## config.mk

```make
export PLATFORM = sky130hd
export DESIGN_NAME = ctl_serial_port
export DESIGN_NICKNAME = d
export VERILOG_FILES = /design/src/rtl/ctl_serial_pkg.sv /design/src/rtl/ctl_sync.sv /design/src/rtl/ctl_frame_fsm.sv /design/src/rtl/ctl_cfg_regs.sv /design/src/rtl/ctl_serial_port.sv
export SDC_FILE = /design/constraint.sdc
export NUM_CORES = 1
export LEC_CHECK = 0
export ABC_AREA = 1
export CORE_MARGIN = 3
export CORE_UTILIZATION = 40
export DETAILED_ROUTE_END_ITERATION = 10
export PLACE_DENSITY = 0.72
export SLEW_MARGIN = 20
export SYNTH_ARGS = -nofsm -noshare
export SYNTH_HDL_FRONTEND = slang
export SYNTH_SLANG_ARGS = --single-unit
```

## constraint.sdc

```tcl
create_clock -name clk -period 4.25 [get_ports clk]
set_clock_uncertainty 0.1 [all_clocks]
set_input_delay 0.425 -clock clk [delete_from_list [all_inputs] [get_ports clk]]
set_output_delay 0.425 -clock clk [all_outputs]
set_load 0.05 [all_outputs]
```

## src/rtl/ctl_serial_pkg.sv

```systemverilog
package ctl_serial_pkg;

    localparam int FRAME_W   = 16;
    localparam int DATA_W    = 8;
    localparam int DATA_LSB  = 8;
    localparam int ADDR_W    = 5;
    localparam int ADDR_LSB  = 2;
    localparam int NUM_PORTS = 5;
    localparam int SLEEP_W   = 2;
    localparam int BASE_CODE = 2;

    typedef enum logic [1:0] {
        S_IDLE,
        S_SHIFT,
        S_COMMIT,
        S_ACK
    } frame_state_e;

    function automatic logic [ADDR_W-1:0] port_code(input int p);
        return ADDR_W'(p + BASE_CODE);
    endfunction

    function automatic logic [DATA_W-1:0] port_default(input int p);
        return (p == 3) ? DATA_W'(8'h30) : '0;
    endfunction

    function automatic logic [DATA_W-1:0] port_wmask(input int p);
        return (p == 4) ? DATA_W'(8'hF8) : '1;
    endfunction

    function automatic logic [NUM_PORTS*DATA_W-1:0] default_image();
        logic [NUM_PORTS*DATA_W-1:0] img;
        img = '0;
        for (int p = 0; p < NUM_PORTS; p++) begin
            img[p*DATA_W +: DATA_W] = port_default(p);
        end
        return img;
    endfunction

endpackage

```

## src/rtl/ctl_sync.sv

```systemverilog
module ctl_sync #(
    parameter int WIDTH  = 3,
    parameter int STAGES = 2
) (
    input  logic             clk,
    input  logic             rst_n,
    input  logic [WIDTH-1:0] d_i,
    output logic [WIDTH-1:0] q_o
);

    logic [WIDTH-1:0] stg [STAGES];

    always_ff @(posedge clk or negedge rst_n) begin
        if (!rst_n) begin
            for (int s = 0; s < STAGES; s++) begin
                stg[s] <= '0;
            end
        end else begin
            stg[0] <= d_i;
            for (int s = 1; s < STAGES; s++) begin
                stg[s] <= stg[s-1];
            end
        end
    end

    assign q_o = stg[STAGES-1];

endmodule

```

## src/rtl/ctl_frame_fsm.sv

```systemverilog
module ctl_frame_fsm
    import ctl_serial_pkg::*;
#(
    parameter int FRM_W = FRAME_W
) (
    input  logic             clk,
    input  logic             rst_n,
    input  logic             en_i,
    input  logic             sclk_i,
    input  logic             sdat_i,
    output logic [FRM_W-1:0] frame_o,
    output logic             commit_o,
    output logic             pull_o
);

    localparam int CNT_W = $clog2(FRM_W + 1);
    localparam logic [CNT_W-1:0] LAST_IDX = CNT_W'(FRM_W - 1);

    frame_state_e st, st_nxt;
    logic             sclk_d;
    logic             fall;
    logic             last_edge;
    logic [CNT_W-1:0] cnt;
    logic [FRM_W-1:0] shreg;

    assign fall      = sclk_d & ~sclk_i;
    assign last_edge = (st == S_SHIFT) && en_i && fall && (cnt == LAST_IDX);

    // state register
    always_ff @(posedge clk or negedge rst_n) begin
        if (!rst_n) begin
            st <= S_IDLE;
        end else begin
            st <= st_nxt;
        end
    end

    // next state
    always_comb begin
        st_nxt = st;
        unique case (st)
            S_IDLE:   if (en_i) st_nxt = S_SHIFT;
            S_SHIFT: begin
                if (!en_i)          st_nxt = S_IDLE;
                else if (last_edge) st_nxt = S_COMMIT;
            end
            S_COMMIT: st_nxt = en_i ? S_ACK : S_IDLE;
            S_ACK:    if (!en_i) st_nxt = S_IDLE;
            default:  st_nxt = S_IDLE;
        endcase
    end

    // bit collection
    always_ff @(posedge clk or negedge rst_n) begin
        if (!rst_n) begin
            sclk_d <= 1'b0;
            cnt    <= '0;
            shreg  <= '0;
        end else begin
            sclk_d <= sclk_i;
            if (st == S_IDLE) begin
                cnt <= '0;
            end else if (st == S_SHIFT && en_i && fall) begin
                shreg <= {sdat_i, shreg[FRM_W-1:1]};
                cnt   <= cnt + 1'b1;
            end
        end
    end

    // outputs
    always_comb begin
        commit_o = 1'b0;
        pull_o   = 1'b0;
        unique case (st)
            S_IDLE:   ;
            S_SHIFT:  ;
            S_COMMIT: begin
                commit_o = 1'b1;
                pull_o   = 1'b1;
            end
            S_ACK:    pull_o = 1'b1;
            default:  ;
        endcase
    end

    assign frame_o = shreg;

endmodule

```

## src/rtl/ctl_cfg_regs.sv

```systemverilog
module ctl_cfg_regs
    import ctl_serial_pkg::*;
#(
    parameter int NPORT = NUM_PORTS,
    parameter int DW    = DATA_W,
    parameter int AW    = ADDR_W
) (
    input  logic                clk,
    input  logic                rst_n,
    input  logic                wr_i,
    input  logic [AW-1:0]       addr_i,
    input  logic [DW-1:0]       data_i,
    output logic [NPORT*DW-1:0] regs_o
);

    logic [DW-1:0] cur [NPORT];
    logic [DW-1:0] wrv [NPORT];
    logic [DW-1:0] nxt [NPORT];
    logic          sleep_deep;

    for (genvar p = 0; p < NPORT; p++) begin : g_wr
        localparam logic [DW-1:0] DFLT = DW'(port_default(p));
        localparam logic [DW-1:0] MSK  = DW'(port_wmask(p));
        logic hit;
        assign hit    = wr_i && (addr_i == AW'(port_code(p)));
        assign wrv[p] = hit ? ((data_i & MSK) | (DFLT & ~MSK)) : cur[p];
    end

    assign sleep_deep = wrv[0][SLEEP_W-1];

    for (genvar p = 0; p < NPORT; p++) begin : g_reg
        localparam logic [DW-1:0] DFLT = DW'(port_default(p));
        if (p == 0) begin : g_ctl
            assign nxt[p] = sleep_deep ? {DFLT[DW-1:SLEEP_W], wrv[p][SLEEP_W-1:0]} : wrv[p];
        end else begin : g_plain
            assign nxt[p] = sleep_deep ? DFLT : wrv[p];
        end
        always_ff @(posedge clk or negedge rst_n) begin
            if (!rst_n) begin
                cur[p] <= DFLT;
            end else begin
                cur[p] <= nxt[p];
            end
        end
        assign regs_o[p*DW +: DW] = cur[p];
    end

endmodule

```

## src/rtl/ctl_serial_port.sv

```systemverilog
module ctl_serial_port
    import ctl_serial_pkg::*;
#(
    parameter int SYNC_STAGES = 2
) (
    input  logic       clk,
    input  logic       rst_n,
    input  logic       ser_en_i,
    input  logic       ser_clk_i,
    input  logic       ser_dat_i,
    output logic       ser_dat_pull_o,
    output logic       a_out_en_o,
    output logic       a_hdr_force_o,
    output logic       a_foc_bypass_o,
    output logic       a_trk_slow_o,
    output logic [1:0] a_trk_sel_o,
    output logic [1:0] a_sleep_o,
    output logic [2:0] b_offset_o,
    output logic [1:0] b_window_o,
    output logic [2:0] b_hyst_o,
    output logic       c_trk_hold_o,
    output logic       c_foc_hold_o,
    output logic       c_hdr_run_o,
    output logic [1:0] c_mono_o,
    output logic [2:0] c_slice_o,
    output logic       d_eq_on_o,
    output logic [2:0] d_coef_o,
    output logic [3:0] d_delay_o,
    output logic [2:0] e_aux_o,
    output logic [1:0] e_range_o
);

    localparam int IMG_W = NUM_PORTS * DATA_W;

    logic [2:0]         raw_w, syn_w;
    logic               en_s, sclk_s, sdat_s;
    logic [FRAME_W-1:0] frame;
    logic               commit;
    logic [IMG_W-1:0]   cfg;
    logic [2:0]         e_spare_unused;
    logic               dont_care_unused;

    assign raw_w = {ser_en_i, ser_clk_i, ser_dat_i};
    assign {en_s, sclk_s, sdat_s} = syn_w;

    ctl_sync #(.WIDTH(3), .STAGES(SYNC_STAGES)) u_sync (
        .clk   (clk),
        .rst_n (rst_n),
        .d_i   (raw_w),
        .q_o   (syn_w)
    );

    ctl_frame_fsm #(.FRM_W(FRAME_W)) u_fsm (
        .clk      (clk),
        .rst_n    (rst_n),
        .en_i     (en_s),
        .sclk_i   (sclk_s),
        .sdat_i   (sdat_s),
        .frame_o  (frame),
        .commit_o (commit),
        .pull_o   (ser_dat_pull_o)
    );

    ctl_cfg_regs #(.NPORT(NUM_PORTS), .DW(DATA_W), .AW(ADDR_W)) u_regs (
        .clk    (clk),
        .rst_n  (rst_n),
        .wr_i   (commit),
        .addr_i (frame[ADDR_LSB +: ADDR_W]),
        .data_i (frame[DATA_LSB +: DATA_W]),
        .regs_o (cfg)
    );

    assign dont_care_unused = ^{frame[ADDR_LSB-1:0], frame[DATA_LSB-1:ADDR_LSB+ADDR_W]};

    assign {a_out_en_o, a_hdr_force_o, a_foc_bypass_o, a_trk_slow_o,
            a_trk_sel_o, a_sleep_o}                              = cfg[7:0];
    assign {b_offset_o, b_window_o, b_hyst_o}                    = cfg[15:8];
    assign {c_trk_hold_o, c_foc_hold_o, c_hdr_run_o, c_mono_o,
            c_slice_o}                                           = cfg[23:16];
    assign {d_eq_on_o, d_coef_o, d_delay_o}                      = cfg[31:24];
    assign {e_aux_o, e_range_o, e_spare_unused}                  = cfg[39:32];

endmodule

```

Word-level counts from Yosys, hierarchy flattened --
Cells that the tools add are included.
Cells by class: $add $sub $neg 1, eq/ne operators 12, multiplexer cells 20, bitwise gates (word level) 3, reduce and logical (&&, ||, !) cells 18
Operator list (number):
- two-way mux 8 bit | 10
- == test 5 x 3 -> 1 bit (second input constant) | 3
- nonzero test 2 bit | 6
- == test 5 x 2 -> 1 bit (second input constant) | 2
- two-way mux 2 bit | 5
- two-way mux 5 bit | 2
- logical AND 1 bit | 8
- one-hot mux 2 bit (4 select lines) | 1
- adder 5 x 1 -> 5 bit (second input constant) | 1
- == test 5 x 4 -> 1 bit (second input constant) | 1
- == test 2 bit (second input constant) | 2
- != test 2 bit (second input constant) | 2
- != test 3 x 2 -> 1 bit (second input constant) | 1
- AND reduction 3 bit | 1
- == test 2 x 1 -> 1 bit (second input constant) | 1
- zero test 2 bit | 1
- two-way mux 1 bit | 2
- inverter 1 bit | 2
- AND reduction 2 bit | 1
- OR reduction 2 bit | 1
- AND 1 bit | 1
Word-level totals: register bits 70, input bits 5, output and inout port bits 38, logic and storage cells 66

Depth between registers and ports, before layout --
depth in word-level cells 7, mapped depth 9, depth with buffers taken out 8

Cells and area by module --
From an unflattened synthesis, not the netlist that was laid out.
Unflattened totals: cell total of the unflattened synthesis 317, area total of the unflattened synthesis 2944.1 µm²
Modules (own cells, without submodules):
- ctl_cfg_regs | times used 1, cells each 188, area each 1710.4 µm², seq. area each 928.4 µm²
- ctl_frame_fsm | times used 1, cells each 120, area each 1061.0 µm², seq. area each 600.6 µm²
- ctl_sync | times used 1, cells each 9, area each 172.7 µm², seq. area each 150.1 µm²

Least setup slack after synthesis --
No wires, ideal clock.
path kind reg2reg, start register u_regs.cur, in the netlist u_regs.regs_o[1], end register u_regs.cur, in the netlist u_regs.regs_o[10], setup time 0.120 ns, arrival 1.178 ns, required time 4.030 ns, slack 2.852 ns, cell stages (with the launch flop) 7, buffers on the path 1, clock period less this slack 1.398 ns, path through dfrtp_1 inv_1 nand2_4 nand2_8 buf_6 nand3_1 nand2_1
Between the ends: cells in the longest elaborated chain, start to end 2, elaborated cells on any way between the ends 3, classes of those cells 2 x mux; 1 x reduce/logical
RTL lines:
- start: declaration | line ctl_cfg_regs.sv:16 | logic [DW-1:0] cur [NPORT];
- start signal: indexed assignment | line ctl_cfg_regs.sv:42 | cur[p] <= nxt[p];
- two-way mux 8 bit * | line ctl_cfg_regs.sv:26 | assign wrv[p] = hit ? ((data_i & MSK) | (DFLT & ~MSK)) : cur[p];
- two-way mux 8 bit or nonzero test 2 bit (tied branches)
Every way passes the cells marked *; elsewhere a longest branch is shown, timed or not. The select of a mux whose other input is x is not followed. A chain may end at the register's enable or synchronous reset.

Worst setup path in the final report --
start register u_regs.cur, in the netlist u_regs.regs_o[29], end output port d_coef_o[1]
RTL lines:
- end: declaration | line ctl_serial_port.sv:27 | output logic [2:0] d_coef_o,
No word-level cell between the ends.

==> metrics.csv <==
metric,value,unit
ant_nets,0,
nFillCells,553,
p_sw_frac,0.225,
hold_viol,0,
cp_top_family,buffers and inverters,
cts_tree,done,
fmax,459,MHz
multi_input_area,861,um2
synth_top_area_share,0.590,
cts.repair.resized,0,
grt_antenna_before_repair,0,
ys_warn_count,0,
grt_pass1_vias,2030,
rows,29,
min_period,2.18,ns
max_slew.worst_pin.slew,0.950,ns
htree_levels,3,
startpoint_type,flop,
power_leakage,1.56,nW
crit_path_max_incr_delay,0.79,ns
nNetsFinal,325,
tns,0,ns
synth-edff-count,0,
antenna_cells,0,
grt_pass1_wl,9430,um
pwr-share-seq,0.531,
synth.distinct_cells,25,
gr-total-overflow,0,
initial_core_util,0.416,
setup_violations,0,
p_int,962,uW
status,finished clean,
critPathKind,reg -> out,
cts_hold_repair.buffers,0,
num_vias,1996,
wirelength,5550,um
synth_area_per_cell,9.78,um2
die_h,87.7,um
synthFlopType,dfrtp_1,
clk_pin_slew,0.07,ns
grt_max_degree,66,
syn_area,2670,um2
total_power,1.24,mW
period_share,0.513,
power_density,373,nW/um2
ys_top_cells_by_count,"dfrtp_1, nand2_1, nand3_1, inv_1, o21ai_0",
clock-sinks,65,
required,3.72,ns
synth_most_common_cell,dfrtp_1,
slew_viol_final,0,
cts_buffer_depth,2,
pwr-share-clk,0.441,
p_sw,280,uW
cts_setup_buffers,0,
drv_cap,0,
synth_top_area_cell,dfrtp_1,
ys_top_cells_by_area,"dfrtp_1, nand3_1, nand2_1, o21ai_0, inv_1",
globalplace.congestion,0.847,
slew_headroom,0.363,
numPortBuffers,42,
end_kind,primary output,
cts-root-buf,clkbuf_8,
rsz0062_at_grt,no,
drtIter0Drc,205,
drc,0,
drive_gt1_frac,0.0991,
path_buf_inv,1,
clk_latency,0.34,ns
cts_buffers,9,
p_comb_frac,0.028,
grt_usage,0.161,
path_cells,clkdlybuf4s50_1,
slowest_stage,clkdlybuf4s50_1,
syn_nets,280,
syn_to_final_growth,24.6,%
die_width,87.7,um
worstPathArrival,1.65,ns
ys_async_sr_fraction,1.00,
worstHoldPathType,in -> async,
fp.coreArea,6420,um2
ys_ff_latch,65,
vias_per_cell,4.99,
vdd_ir_drop_max,0.301,mV
seq_area,1630,um2
routedWlPerCell,13.9,um
seq_area_frac_synth,0.610,
synth_cells,273,
io_pins,43,
drtPass1Iterations,4,
die-area,7690,um2
holdWs,0.150,ns
cp_max_fo,2,
dpl.hpwl,3680,um
-- kinds of logic after synthesis --
logic type               Yosys count  share of synthesized area
AND/OR/NAND/NOR                  138                      0.253
AO/OA/AOI/OAI                     31                     0.0605
buffers and inverters             37                     0.0675
flip-flops                        65                      0.610
adder cells (fa/ha/maj)            2                    0.00937
-- sequential cells by signal, summed over array words and instances, names as in the netlist --
| name | cells |
|---|---|
| u_fsm.cnt | 5 |
| u_fsm.frame_o | 14 |
| u_fsm.sclk_d | 1 |
| u_fsm.st | 2 |
| u_regs.regs_o | 37 |
| u_sync.q_o | 3 |
| u_sync.stg | 3 |
-- power groups by stage --
| stage | logic (mW) | clock network [mW] | registers [mW] |
|---|---|---|---|
| CTS | 0.0362 | 0.556 | 0.659 |
| finish | 0.0351 | 0.547 | 0.659 |
| global placement | 0.0346 | 0 | 0.670 |
| detailed placement | 0.0361 | 0 | 0.670 |
| floorplan | 0.0163 | 0 | 0.658 |
| global route | 0.0411 | 0.587 | 0.661 |
-- cells in the final DEF, fill, tap and decap left out, types with 2 or more instances in the layout --
master	n
clkbuf_1	2
dfrtp_1	63
nor2_4	2
nor2_1	6
nor3_2	2
inv_1	25
clkdlybuf4s50_1	41
clkbuf_8	12
buf_4	2
ha_1	2
nand2_1	61
nand3_1	58
a21oi_1	4
o21ai_0	24
dfstp_2	2
nand2_2	3
o211ai_1	2
-- stage by stage --
step           area, um2  cells  utilization  worst slack, ns
6_report            3330    400        0.518             2.07
5_1_grt             3330    400        0.518             1.94
4_1_cts             3330    400        0.518             2.05
3_5_place_dp        3120    384        0.485             2.21
3_3_place_gp        3120    384        0.485             2.32
2_1_floorplan       2670    273            -             2.85
-- per-layer routing --
metal | GRT usage | vias to the layer above | wire, um
met5 | 0 | - | 0
met4 | 0.0474 | 0 | 46
met3 | 0.0696 | 7 | 362
met2 | 0.249 | 62 | 2640
met1 | 0.208 | 944 | 2500
li1 | - | 983 | -
-- layout make-up --
type / count / share of cell area
multi-input cells: 171 / 0.259
repair buffers: 44 / 0.129
clock buffers: 14 / 0.0519
flip-flops and latches: 65 / 0.490
clock inverters: 2 / 0.0105
inverters: 27 / 0.0305
well taps: 77 / 0.0290
-- path summary, 6_finish.rpt --
| path | start | to | slack [ns] | cells past startpoint |
|---|---|---|---|---|
| max | u_regs.regs_o[29]$_DFFE_PN1P_ | d_coef_o[1] | 2.07 | 1 |
| max reg2reg | u_fsm.st[1]$_DFFE_PN0P_ | u_fsm.cnt[0]$_DFFE_PN0P_ | 2.21 | 6 |
| min in group clk | u_sync.stg[3]$_DFF_PN0_ | u_sync.q_o[0]$_DFF_PN0_ | 0.25 | 0 |
| min | rst_n | u_regs.regs_o[5]$_DFFE_PN0P_ | 0.15 | 2 |
| max in group asynchronous | rst_n | u_regs.regs_o[36]$_DFFE_PN0P_ | 3.36 | 2 |
| min reg2reg | u_sync.stg[3]$_DFF_PN0_ | u_sync.q_o[0]$_DFF_PN0_ | 0.25 | 0 |
No activity file was read; power rests on OpenSTA's default activity.
